File: config.mk
export PLATFORM = sky130hd
export DESIGN_NAME = gx_resv_monitor
export DESIGN_NICKNAME = d
export VERILOG_FILES = /design/src/rtl/gx_pkg.sv /design/src/rtl/gx_decode.sv /design/src/rtl/gx_slot.sv /design/src/rtl/gx_resv_monitor.sv
export SDC_FILE = /design/constraint.sdc
export NUM_CORES = 1
export LEC_CHECK = 0
export BUFFER_PORTS_ARGS = -buffer_cell sky130_fd_sc_hd__buf_2
export CORE_ASPECT_RATIO = 0.9
export CORE_MARGIN = 5
export CORE_UTILIZATION = 30
export DETAILED_ROUTE_END_ITERATION = 10
export MAX_ROUTING_LAYER = met4
export PLACE_DENSITY = 0.52
export SLEW_MARGIN = 0
export SYNTH_ARGS = -nofsm -noshare
export SYNTH_HDL_FRONTEND = slang
export SYNTH_HIERARCHICAL = 1
export SYNTH_SLANG_ARGS = --single-unit
File: constraint.sdc
create_clock -name clk -period 3.23 [get_ports clk]
set_clock_uncertainty 0.1 [all_clocks]
set_input_delay 0.646 -clock clk [delete_from_list [all_inputs] [get_ports clk]]
set_output_delay 0.646 -clock clk [all_outputs]
set_load 0.01 [all_outputs]
File: src/rtl/gx_pkg.sv
package gx_pkg;

    typedef enum logic [1:0] {
        OP_SET        = 2'b00,
        OP_PROBE      = 2'b01,
        OP_WIPE       = 2'b10,
        OP_PROBE_WIPE = 2'b11
    } gx_op_e;

    localparam int SIZE_W = 2;

    typedef logic [SIZE_W-1:0] gx_size_t;

endpackage

File: src/rtl/gx_decode.sv
module gx_decode
    import gx_pkg::*;
(
    input  logic   valid_i,
    input  logic   ready_i,
    input  gx_op_e op_i,
    output logic   set_o,
    output logic   probe_o,
    output logic   wipe_o,
    output logic   cwipe_o
);
    logic acc;

    always_comb begin
        acc     = valid_i && ready_i;
        set_o   = acc && (op_i == OP_SET);
        probe_o = acc && (op_i == OP_PROBE || op_i == OP_PROBE_WIPE);
        wipe_o  = acc && (op_i == OP_WIPE);
        cwipe_o = acc && (op_i == OP_PROBE_WIPE);
    end

endmodule

File: src/rtl/gx_slot.sv
module gx_slot
    import gx_pkg::*;
#(
    parameter int AW         = 32,
    parameter int GRAN_BYTES = 8
) (
    input  logic          clk,
    input  logic          rst_n,
    input  logic          set_i,
    input  logic          drop_i,
    input  logic [AW-1:0] addr_i,
    input  gx_size_t      size_i,
    output logic          hit_o
);
    localparam int GSH = $clog2(GRAN_BYTES);

    typedef struct packed {
        logic          vld;
        logic [AW-1:0] addr;
        gx_size_t      size;
    } slot_t;

    slot_t slot_d, slot_q;

    always_comb begin
        slot_d = slot_q;
        // the wipe is applied first, then a set overrides it
        if (drop_i && (slot_q.addr[AW-1:GSH] == addr_i[AW-1:GSH])) begin
            slot_d.vld = 1'b0;
        end
        if (set_i) begin
            slot_d.vld  = 1'b1;
            slot_d.addr = addr_i;
            slot_d.size = size_i;
        end
    end

    always_ff @(posedge clk or negedge rst_n) begin
        if (!rst_n) begin
            slot_q <= '0;
        end else begin
            slot_q <= slot_d;
        end
    end

    assign hit_o = slot_q.vld && (slot_q.addr == addr_i) && (slot_q.size == size_i);

endmodule

File: src/rtl/gx_resv_monitor.sv
module gx_resv_monitor
    import gx_pkg::*;
#(
    parameter int NPROC      = 3,
    parameter int AW         = 32,
    parameter int GRAN_BYTES = 8,
    localparam int PIDW      = (NPROC > 1) ? $clog2(NPROC) : 1
) (
    input  logic            clk,
    input  logic            rst_n,
    input  logic            cmd_valid_i,
    input  logic [1:0]      cmd_op_i,
    input  logic [PIDW-1:0] cmd_pid_i,
    input  logic [AW-1:0]   cmd_addr_i,
    input  logic [1:0]      cmd_size_i,
    output logic            probe_ok_o,
    output logic            ready_o
);
    typedef struct packed {
        logic res;
        logic rdy;
    } top_t;

    top_t st_d, st_q;

    logic             dec_set, dec_probe, dec_wipe, dec_cwipe;
    logic [NPROC-1:0] sel;
    logic [NPROC-1:0] hit;
    logic             sel_hit;
    logic             drop_all;

    gx_decode u_dec (
        .valid_i (cmd_valid_i),
        .ready_i (st_q.rdy),
        .op_i    (gx_op_e'(cmd_op_i)),
        .set_o   (dec_set),
        .probe_o (dec_probe),
        .wipe_o  (dec_wipe),
        .cwipe_o (dec_cwipe)
    );

    for (genvar i = 0; i < NPROC; i++) begin : g_slot
        assign sel[i] = ({1'b0, cmd_pid_i} == (PIDW+1)'(i));

        gx_slot #(
            .AW         (AW),
            .GRAN_BYTES (GRAN_BYTES)
        ) u_slot (
            .clk    (clk),
            .rst_n  (rst_n),
            .set_i  (dec_set && sel[i]),
            .drop_i (drop_all),
            .addr_i (cmd_addr_i),
            .size_i (cmd_size_i),
            .hit_o  (hit[i])
        );
    end

    always_comb begin
        sel_hit  = |(hit & sel);
        drop_all = dec_wipe || (dec_cwipe && sel_hit);
        st_d     = st_q;
        st_d.rdy = 1'b1;
        st_d.res = dec_probe && sel_hit;
    end

    always_ff @(posedge clk or negedge rst_n) begin
        if (!rst_n) begin
            st_q <= '0;
        end else begin
            st_q <= st_d;
        end
    end

    assign probe_ok_o = st_q.res;
    assign ready_o    = st_q.rdy;

endmodule

==> metrics.txt, run 1 <==
Setup crit end kind=flop; CTS Buffer Depth=2; CP Class=primary input to flop; Synth Net Count=around 430; met1 Use GR=0.157; wirelength, routed=10,600 um; share of cells above drive strength 1=0.418; met2 Use GR=0.164; Worst EP required=between 3 and 4 ns; die area=a little over 20,000 um^2; Worst Tran Pin Value=0.655 ns; RSZ-0062 raised after global routing=no; YS warnings=6; site row count=45; final hold violations=0; Final setup viols=0; Max rail drop VDD=0.271 mV; HP Class=primary input to async pin; Final WS setup=around 0.24 ns; WHS=between 0.2 and 0.25 ns; largest net degree at the start of global routing=just over 60; Syn Area/Cell=approximately 14 um^2; setup slack at placement=-0.165 ns; Root Buffer Master=clkbuf_16; Die Wd=between 100 and 150 um; static leakage=0.00279 uW; Power Density=576 nW/um^2; Setup crit start kind=primary input; CTS-repair resized insts=0; delay of the slowest critical-path stage=around 0.55 ns; # port buffers=42; DRC viols=0; area grow syn2layout=17.4%; GPL Wtd Cong=between 0.7 and 0.8; crit path cell chain=buf_2, xor2_1, nor4_1, nand4_1, nor4_2, mux2i_1, o311ai_2, and4b_1, nand4_1, o22a_2; most common cell after layout, fill and taps aside=dfrtp_1; final core utilization=0.362; RR Startpoint=g_slot[1].u_slot/slot_q[9]; post-synth cell types=26; Clock Pin Slew Worst Setup and Hold Paths=~0.07 ns; Placed Area=just under 6000 um^2; post-synthesis sequential area ratio=0.511; Overall Global Routing Usage=0.115; slew margin rel.=0.563; IO Pins=43; drt pass-1 iters=4; crit share post-route=0.927; Hold-fix buffers, CTS=0; mapped cell area=~5200 um^2; core area=approximately 17,000 um^2; Avg WL per Cell=15.5 um; Post-Route Setup TNS=0 ns; post-route ant nets=0; post-route cell area=between 6000 and 7000 um^2; most used cell along the critical path=nand4_1; most used routing layer=met2; Slew Limit Fails=0; register bit total from synthesis=about 110; Clock Sinks=107; cell count after synthesis=387; post-CTS setup buffers=0; GRT overflow=0; most frequent cells in the layout=dfrtp_1, mux2_2, xor2_1; HPWL after DPL=7660 um; critical path launch point=cmd_addr_i[7]; Starting Density=0.308; Crit Path Max Fanout=6; Worst path slowest cell=nor4_1; Avg Vias per Cell=around 4.6; M3 GR Usage=0.0314; H-tree depth=3; DR iter-0 viols=~160; Skew-Pair Late Insertion Delay=roughly 0.35 ns; die height=~140 um; CTS tree=built; Nets=roughly 480; minimum clock period after layout=2.99 ns; status=complete, no violations; max-capacitance violation count=0; total CTS buffers=9; CP arrival=3.13 ns; number of global-route vias before repair=3,228; vias post-DR=a little over 3,000; initial antenna violation count=1; f_max=334 MHz; first-pass GRT wire length=between 15,000 and 20,000 um
## report_power, final
group          total (uW)  internal [uW]  switching, uW
sequential           1760           1600            163
clock                1150            674            474
combinational         636            368            268
## routing by layer
layer	vias up	share of wire
met5	-	0
met4	0	0.020
met3	19	0.047
met2	57	0.45
met1	1557	0.49
li1	1483	-
## per-stage QoR
stage	std cells	total power (uW)
floorplan	387	2200
global placement	667	2410
detailed placement	667	2440
CTS	682	3610
global route	683	3760
finish	683	3540
## registers in the layout, indices dropped and copies added (netlist names)
name and flops:
g_slot.u_slot/slot_q 105, probe_ok_o 1, ready_o 1
## cell usage after synthesis, drive strengths merged
cell | n | share of area
nor3b | 1 | 0.0014
inv | 2 | 0.0014
nor3 | 3 | 0.0029
o22a | 3 | 0.0057
nand2b | 1 | 0.0012
nand3 | 6 | 0.0057
o21ai | 1 | 0.00095
dfrtp | 107 | 0.51
mux2 | 102 | 0.22
and3b | 2 | 0.0038
and3 | 1 | 0.0014
mux2i | 1 | 0.0019
and4 | 1 | 0.0019
xor2 | 93 | 0.16
nor4 | 24 | 0.032
nand4b | 2 | 0.0033
nand4 | 6 | 0.0072
xnor2 | 9 | 0.015
nand2 | 3 | 0.0021
o311ai | 1 | 0.0031
and4bb | 1 | 0.0024
and4b | 4 | 0.0079
buf | 12 | 0.011
conb | 1 | 0.00072
## worst max-delay path: cells and delay by family
kind	cells	cell delay, ns
muxes	1	0.15
AOI/OAI and AO/OA	2	0.53
and+or+nand+nor	5	1.50
buffers and inverters	1	0.14
xor gates and xnor gates	1	0.17
## cells by family after synthesis
family | after synthesis | share of synthesized area
and+or+nand+nor | 55 | 0.0736
muxes | 103 | 0.221
other | 1 | 0.000716
xor gates and xnor gates | 102 | 0.171
AOI/OAI and AO/OA | 5 | 0.00979
DFF | 107 | 0.511
buffers and inverters | 14 | 0.0129
## area by class of cell
type | count | area (um^2)
antenna | 1 | 2.50
clock inverter | 5 | 78.8
sequential | 107 | 2680
fill | 1703 | 10900
multi-input combinational | 266 | 2500
tap | 235 | 294
inverter | 2 | 7.51
clock buffer | 10 | 229
timing repair buffer | 57 | 363
## final timing paths
kind	to	slack, ns	depth (start not counted)
max in group asynchronous	g_slot[1].u_slot/slot_q[10]	2.06	2
worst min register to register	g_slot[2].u_slot/slot_q[34]	0.42	1
worst max-delay path	g_slot[2].u_slot/slot_q[34]	0.24	10
worst min-delay path	g_slot[2].u_slot/slot_q[0]	0.22	1
worst max register to register	g_slot[2].u_slot/slot_q[34]	0.31	9
min in group clk	g_slot[2].u_slot/slot_q[34]	0.42	1
(Power assumes the default switching activity.)
==> run 2: changes to the inputs <==
--- a/config.mk
+++ b/config.mk
@@ -5,13 +5,14 @@
 export SDC_FILE = /design/constraint.sdc
 export NUM_CORES = 1
 export LEC_CHECK = 0
+export ABC_AREA = 1
 export BUFFER_PORTS_ARGS = -buffer_cell sky130_fd_sc_hd__buf_2
 export CORE_ASPECT_RATIO = 0.9
 export CORE_MARGIN = 5
 export CORE_UTILIZATION = 30
 export DETAILED_ROUTE_END_ITERATION = 10
 export MAX_ROUTING_LAYER = met4
-export PLACE_DENSITY = 0.52
+export PLACE_DENSITY = 0.51
 export SLEW_MARGIN = 0
 export SYNTH_ARGS = -nofsm -noshare
 export SYNTH_HDL_FRONTEND = slang
==> run 2 against run 1 <==
  * Synthesized cell count rose by 120%
  * Synthesized area rose by 14%
  * Clock power is essentially flat
  * Via count increased by 63%
  * Worst setup slack better by 0.56 ns
  * Sequential share of layout area is 4.3 points lower
  * Critical path depth increased by 7
  * First-iteration DRC count rose to 2.6 times the previous value
  * Utilization is 1.7 points lower
  * Cell count increased by 70%
  * Routed wire length is 54% higher
  * Critical path type unchanged
  * Largest power group unchanged
  * Highest routed layer unchanged
==> metrics.txt, run 2 <==
minimum clock period after layout=2.43 ns (was 2.99 ns); slew margin rel.=0.661 (was 0.563); mapped cell area=5990 um^2 (was 5240 um^2); crit share post-route=0.753 (was 0.927); delay of the slowest critical-path stage=0.33 ns (was 0.55 ns); Worst path slowest cell=xnor2_1 (was nor4_1); YS warnings=6 (unchanged); Yosys top cell area share=0.447 (was 0.511); GRT overflow=0 (unchanged); GPL Wtd Cong=0.826 (was 0.772); post-synth cell types=19 (was 26); Root Buffer Master=clkbuf_16 (unchanged); post-synthesis compound-gate area fraction=0.0464 (was 0.00979); Starting Density=0.303 (was 0.308); Synth Area in XOR/XNOR=0.0783 (was 0.171); Synth Net Count=897 (was 428); EDFF count, synth=0 (unchanged); Power Density=562 nW/um^2 (was 576 nW/um^2); Avg WL per Cell=14.1 um (was 15.5 um); most frequent cells in the layout=nand2_1, dfrtp_1, inv_1 (was dfrtp_1, mux2_2, xor2_1); post-CTS setup buffers=0 (unchanged); FF+latch area=2680 um^2 (unchanged); max-capacitance violation count=0 (unchanged); drt pass-1 iters=5 (was 4); Clock Sinks=107 (unchanged); Avg Vias per Cell=4.40 (was 4.56); Clock Pin Slew Worst Setup and Hold Paths=0.07 ns (about the same); prevailing post-synth register cell=dfrtp_1 (unchanged); Nets=939 (was 484); switching share of power=0.326 (was 0.256); Max rail drop VDD=0.243 mV (was 0.271 mV); main combinational cell family by area after synthesis=simple AND/OR/NAND/NOR gates (was multiplexers); register bit total from synthesis=107 (unchanged); post-synthesis sequential area ratio=0.447 (was 0.511); initial antenna violation count=0 (was 1); IO Pins=43 (unchanged); Simple-Gate Fraction of Synth Area=0.345 (was 0.0736); most common cell after layout, fill and taps aside=nand2_1 (was dfrtp_1); Final setup viols=0 (unchanged); total CTS buffers=9 (unchanged); CTS tree=built (unchanged); most used cell along the critical path=nand2_1 (was nand4_1); H-tree depth=3 (unchanged); combinational share of power=0.238 (was 0.179); Overall Global Routing Usage=0.150 (was 0.115); top cells by count, synth=nand2_1, dfrtp_1, inv_1 (was dfrtp_1, mux2_2, xor2_1); DRC viols=0 (unchanged); Reg with most FFs=g_slot.u_slot/slot_q (unchanged); Critical path buffers and inverters=1 (unchanged); post-synthesis adder-cell area fraction=0 (unchanged); Setup crit start kind=primary input (unchanged); clock share of power=0.300 (was 0.324); Internal Power=2590 uW (was 2640 uW); post-synthesis mux area share=0 (was 0.221); Skew-Pair Late Insertion Delay=0.36 ns (was 0.35 ns); HP Class=primary input to async pin (unchanged); crit path cell chain=buf_2, xnor2_1, nand3_1, nor3_1, nand2_1, nor2_1, nand3_1, nand3_2, nand2_1, nand2_1, nand3_1, nor2_1, nand2_1, nor2_1, nand2_1, nand2_1, nand2_1 (was buf_2, xor2_1, nor4_1, nand4_1, nor4_2, mux2i_1, o311ai_2, and4b_1, nand4_1, o22a_2); wirelength, routed=16,300 um (was 10,600 um); Setup crit end kind=flop (unchanged); Die Wd=159 um (was 149 um); Seq pwr share=0.462 (was 0.496); Largest register FFs=105 (unchanged); filler instances=2,119 (was 1,703); Post-Route Setup TNS=0 ns (unchanged); Hold-fix buffers, CTS=0 (unchanged); setup slack at placement=0.492 ns (was -0.165 ns); CP Class=primary input to flop (unchanged); status=complete, no violations (unchanged); share of cells above drive strength 1=0.0941 (was 0.418); Final WS setup=0.799 ns (was 0.237 ns); CTS-repair resized insts=0 (unchanged); share of flip-flops with an asynchronous set or reset=1.00 (unchanged); CTS Buffer Depth=2 (unchanged); largest net degree at the start of global routing=56 (was 62); die height=144 um (was 135 um); # port buffers=42 (unchanged); Syn Area/Cell=7.00 um^2 (was 13.5 um^2); first-pass GRT wire length=26,500 um (was 17,400 um); vias post-DR=5,094 (was 3,116); DR iter-0 viols=408 (was 156); Switching Power=1250 uW (was 905 uW); site row count=49 (was 45); area of the multi-input gates=2830 um^2 (was 2500 um^2); f_max=411 MHz (was 334 MHz); HPWL after DPL=12,100 um (was 7660 um); cell count after synthesis=856 (was 387); cells taking the most area after synthesis=dfrtp_1, nand2_1, xnor2_1 (was dfrtp_1, mux2_2, xor2_1); CP arrival=2.56 ns (was 3.13 ns); die area=22,900 um^2 (was 20,200 um^2); Worst Tran Pin Value=0.509 ns (was 0.655 ns); RSZ-0062 raised after global routing=no (unchanged); area grow syn2layout=14.0% (was 17.4%); post-route ant nets=0 (unchanged); number of global-route vias before repair=4,796 (was 3,228); antenna cells=0 (was 1); final hold violations=0 (unchanged); area leader, netlist=dfrtp_1 (unchanged); Worst EP required=3.36 ns (was 3.37 ns); core area=19,800 um^2 (was 17,000 um^2); Slew Limit Fails=0 (unchanged); static leakage=0.00351 uW (was 0.00279 uW); Crit Path Max Fanout=6 (unchanged); crit-path leading delay family=simple AND/OR/NAND/NOR gates (unchanged); most frequent cell after synthesis=nand2_1 (was dfrtp_1)
## run 2: stage by stage
stage                     instance area [um^2]  instances  hold slack (ns)  total power, uW  utilization
after floorplan                           5990        856            0.250             2410            -
after global placement                    6530       1142            0.374             2710        0.330
after detailed placement                  6530       1142            0.380             2720        0.330
after CTS                                 6830       1158           0.0633             3890        0.345
after global routing                      6830       1158           0.0645             4120        0.345
final                                     6830       1158           0.0564             3840        0.345
## run 2: power groups by stage
stage / sequential [uW] / clock (uW) / combinational [uW]
after floorplan: 1770 / 0 / 640
after global placement: 1790 / 0 / 913
after detailed placement: 1800 / 0 / 923
after CTS: 1770 / 1190 / 925
after global routing: 1810 / 1250 / 1060
final: 1770 / 1150 / 913
## run 2: path summary, 6_finish.rpt
| path | start | endpoint | slack (ns) | cells after the start |
|---|---|---|---|---|
| worst max-delay path | cmd_addr_i[19] | g_slot[0].u_slot/slot_q[34] | 0.80 | 17 |
| worst min-delay path | rst_n | ready_o | 0.06 | 1 |
| worst max register to register | g_slot[0].u_slot/slot_q[21] | g_slot[0].u_slot/slot_q[34] | 0.89 | 16 |
| worst min register to register | g_slot[2].u_slot/slot_q[21] | g_slot[2].u_slot/slot_q[21] | 0.39 | 2 |
| max in group asynchronous | rst_n | g_slot[0].u_slot/slot_q[30] | 2.19 | 2 |
| min in group clk | g_slot[2].u_slot/slot_q[21] | g_slot[2].u_slot/slot_q[21] | 0.39 | 2 |
## run 2: final cells by class
type                       instances  area share
tap                              255      0.0467
clock inverter                     6     0.00934
clock buffer                      10      0.0350
sequential                       107       0.392
inverter                         106      0.0583
timing repair buffer              52      0.0440
multi-input combinational        622       0.415
## run 2: kinds of logic after synthesis
group | after synthesis
and+or+nand+nor | 516
buffers and inverters | 127
DFF | 107
AOI/OAI and AO/OA | 54
xor gates and xnor gates | 51
other | 1
## run 2: per-layer routing
layer / vias to the layer above / track usage / part of all wire
met1: 2342 / 0.216 / 0.53
li1: 2667 / - / -
met5: - / - / 0
met4: 0 / 0.0283 / 0.0069
met3: 11 / 0.0276 / 0.040
met2: 74 / 0.223 / 0.43
==> run 3: changes to the inputs <==
--- a/config.mk
+++ b/config.mk
@@ -12,7 +12,7 @@
 export CORE_UTILIZATION = 30
 export DETAILED_ROUTE_END_ITERATION = 10
 export MAX_ROUTING_LAYER = met4
-export PLACE_DENSITY = 0.51
+export PLACE_DENSITY = 0.53
 export SLEW_MARGIN = 0
 export SYNTH_ARGS = -nofsm -noshare
 export SYNTH_HDL_FRONTEND = slang
==> constraint.sdc (replaced) <==
create_clock -name clk -period 2.1 [get_ports clk]
set_clock_uncertainty 0.1 [all_clocks]
set_input_delay 0.42 -clock clk [delete_from_list [all_inputs] [get_ports clk]]
set_output_delay 0.42 -clock clk [all_outputs]
set_load 0.01 [all_outputs]
==> run 3 against run 2 <==
  * The run now ends with negative setup slack left
  * Worst hold slack gained 0.20 ns
  * Die area is the same
  * Critical endpoint unchanged
  * Count of clock-buffer cells in the layout grew 1
  * Highest routed layer unchanged
  * Register-to-register slack lost 1.1 ns
  * First-iteration DRC count shrank 22%
  * Largest cell class unchanged
  * Critical path depth grew 2
  * Clock power grew 50%
  * Sequential power grew 55%
  * Routed wire length grew 1.8%
  * Sequential share of layout area shrank 4.2 points
==> metrics.txt, run 3 (synthesized netlist as in run 2, its figures left out) <==
area grow syn2layout=27.8% (was 14.0%); Starting Density=0.303 (unchanged); Reg with most FFs=g_slot.u_slot/slot_q (unchanged); post-route ant nets=0 (unchanged); Worst path slowest cell=dfrtp_1 (was xnor2_1); Overall Global Routing Usage=0.156 (was 0.150); # port buffers=42 (unchanged); H-tree depth=3 (unchanged); crit path cell chain=inv_1, nand2_2, buf_4, buf_4, buf_4, buf_4, buf_4, buf_4, buf_4, buf_4, buf_4, buf_4, nand3_1, nor2_1, nand2_1, nor2_1, nand2_1, nand2_1, nand2_1 (was buf_2, xnor2_1, nand3_1, nor3_1, nand2_1, nor2_1, nand3_1, nand3_2, nand2_1, nand2_1, nand3_1, nor2_1, nand2_1, nor2_1, nand2_1, nand2_1, nand2_1); IO Pins=43 (unchanged); number of global-route vias before repair=5,293 (was 4,796); CP Class=flop to flop (was primary input to flop); met3 WL=679 um (was 651 um); most used cell along the critical path=buf_4 (was nand2_1); Critical path buffers and inverters=11 (was 1); Worst R2R End=g_slot[0].u_slot/slot_q[34] (unchanged); delay of the slowest critical-path stage=0.40 ns (was 0.33 ns); failing checks=negative setup slack; Worst EP required=2.29 ns (was 3.36 ns); Clock Sinks=107 (unchanged); crit-path leading delay family=buffers and inverters (was simple AND/OR/NAND/NOR gates); WHS=0.258 ns (was 0.0564 ns); Hold Path Sink=g_slot[0].u_slot/slot_q[17]; Die Wd=159 um (unchanged); most common cell after layout, fill and taps aside=nand2_1 (unchanged); Skew-Pair Late Insertion Delay=0.36 ns (about the same); worst r2r path cells=19 (was 16); GRT overflow=0 (unchanged); DRC viols=0 (unchanged); CP arrival=2.45 ns (was 2.56 ns); M1 WL=8500 um (was 8590 um); Final setup viols=3 (was 0); Slew Limit Fails=0 (unchanged); minimum clock period after layout=between 2 and 2.5 ns; Setup crit start kind=flop (was primary input); Largest register FFs=105 (unchanged); Avg WL per Cell=13.2 um (was 14.1 um); final core utilization=0.386 (was 0.345); Post-Route Setup TNS=-0.436 ns (was 0 ns); Avg Vias per Cell=4.34 (was 4.40); Total Power=6320 uW (was 3840 uW); share of cells above drive strength 1=0.197 (was 0.0941); core area=19,800 um^2 (unchanged); die height=144 um (unchanged); CTS tree=built (unchanged); f_max=~440 MHz; final hold violations=0 (unchanged); first-pass GRT wire length=27,800 um (was 26,500 um); hold wc startpoint=cmd_addr_i[15]; Reg2Reg Setup Slack=-0.16 ns (was 0.89 ns); HP Class=primary input to flop (was primary input to async pin); vias post-DR=5,456 (was 5,094); total CTS buffers=9 (unchanged); static leakage=0.00400 uW (was 0.00351 uW); CTS Buffer Depth=2 (unchanged); GPL Wtd Cong=0.801 (was 0.826); filler instances=2,074 (was 2,119); Final WS setup=-0.165 ns (was 0.799 ns); initial antenna violation count=1 (was 0); Power Density=826 nW/um^2 (was 562 nW/um^2); Root Buffer Master=clkbuf_16 (unchanged); status=complete, but fails checks (was complete, no violations); drt pass-1 iters=5 (unchanged); crit share post-route=1.08; Clock Pin Slew Worst Setup and Hold Paths=0.07 ns (about the same); Max rail drop VDD=0.371 mV (was 0.243 mV); most frequent cells in the layout=nand2_1, dfrtp_1, buf_4 (was nand2_1, dfrtp_1, inv_1); site row count=49 (unchanged); Setup crit end kind=flop (unchanged); top sig layer=met4 (unchanged); RR Startpoint=g_slot[0].u_slot/slot_q[33] (was g_slot[0].u_slot/slot_q[21]); Nets=1,036 (was 939); met2 WL post-DR=7200 um (was 6950 um); largest net degree at the start of global routing=53 (was 56); HPWL after DPL=12,300 um (was 12,100 um); RSZ-0062 raised after global routing=yes (was no); max-capacitance violation count=0 (unchanged); Crit Path Max Fanout=2 (was 6); die area=22,900 um^2 (unchanged); worst hold stages=3; DR iter-0 viols=320 (was 408); wirelength, routed=16,600 um (was 16,300 um)
## run 3: cell count changes in the layout (fill, tap and decap cells not counted), sizes merged
| cell | change |
|---|---|
| buf | +96 |
| clkbuf | +1 |
| clkinv | +1 |
| clkinvlp | -1 |
| diode | +1 |
| dlygate4sd3 | +1 |
| inv | -1 |
## run 3: worst register-to-register path, stage by stage (launching register included)
cell	delay (ns)
dfrtp_1	0.40
inv_1	0.09
nand2_2	0.06
buf_4	0.13
buf_4	0.12
buf_4	0.12
buf_4	0.12
buf_4	0.12
buf_4	0.12
buf_4	0.12
buf_4	0.12
buf_4	0.12
buf_4	0.12
nand3_1	0.07
nor2_1	0.04
nand2_1	0.06
nor2_1	0.04
nand2_1	0.05
nand2_1	0.04
nand2_1	0.05
## run 3: how the worst max path moves through the flow
stage	startpoint	cells after the start	slack, ns	end
2_1_floorplan	cmd_addr_i[21]	16	0.18	g_slot[0].u_slot/slot_q[34]
3_3_place_gp	cmd_addr_i[21]	17	-0.44	g_slot[1].u_slot/slot_q[34]
3_5_place_dp	cmd_addr_i[21]	17	-0.45	g_slot[1].u_slot/slot_q[34]
4_1_cts	g_slot[0].u_slot/slot_q[33]	18	-0.20	g_slot[1].u_slot/slot_q[34]
5_1_grt	g_slot[0].u_slot/slot_q[22]	18	-0.40	g_slot[1].u_slot/slot_q[34]
6_report	g_slot[0].u_slot/slot_q[33]	19	-0.16	g_slot[0].u_slot/slot_q[34]
## run 3: area by class of cell
cell class                 count  area, um^2  share of cell area
antenna                        1        2.50            0.000327
clock buffer                  11         243              0.0317
clock inverter                 5        52.6             0.00687
inverter                     106         398              0.0520
multi-input combinational    622        2910               0.380
sequential                   107        2680               0.350
tap                          255         319              0.0417
timing repair buffer         149        1060               0.138
## run 3: report_power, final
part / switching, uW / internal [uW] / total (uW)
combinational: 950 / 899 / 1850
sequential: 254 / 2490 / 2740
clock: 780 / 953 / 1730
total: 1980 / 4340 / 6320
## run 3: what timing repair did
action / in CTS / in global routing
setup buffers: 11 / 2
hold buffers: 1 / 0
pin swaps: 11 / 14
hold endpoints to repair: 14 / 0
gates resized for setup: 3 / 16
endpoints found under the setup margin: 3 / 4
## run 3: per-stage QoR
step                      instances  worst slack (ns)  area (um^2)
after global placement         1225            -0.437         7180
after CTS                      1253            -0.203         7580
after global routing           1256            -0.405         7650
after detailed placement       1225            -0.449         7180
after floorplan                 856             0.182         5990
final                          1256            -0.165         7650
## run 3: routing by layer
| layer | up-vias | GRT usage |
|---|---|---|
| met1 | 2480 | 0.216 |
| met4 | 0 | 0.0408 |
| met5 | - | - |
| met3 | 17 | 0.0299 |
| met2 | 88 | 0.237 |
| li1 | 2871 | - |
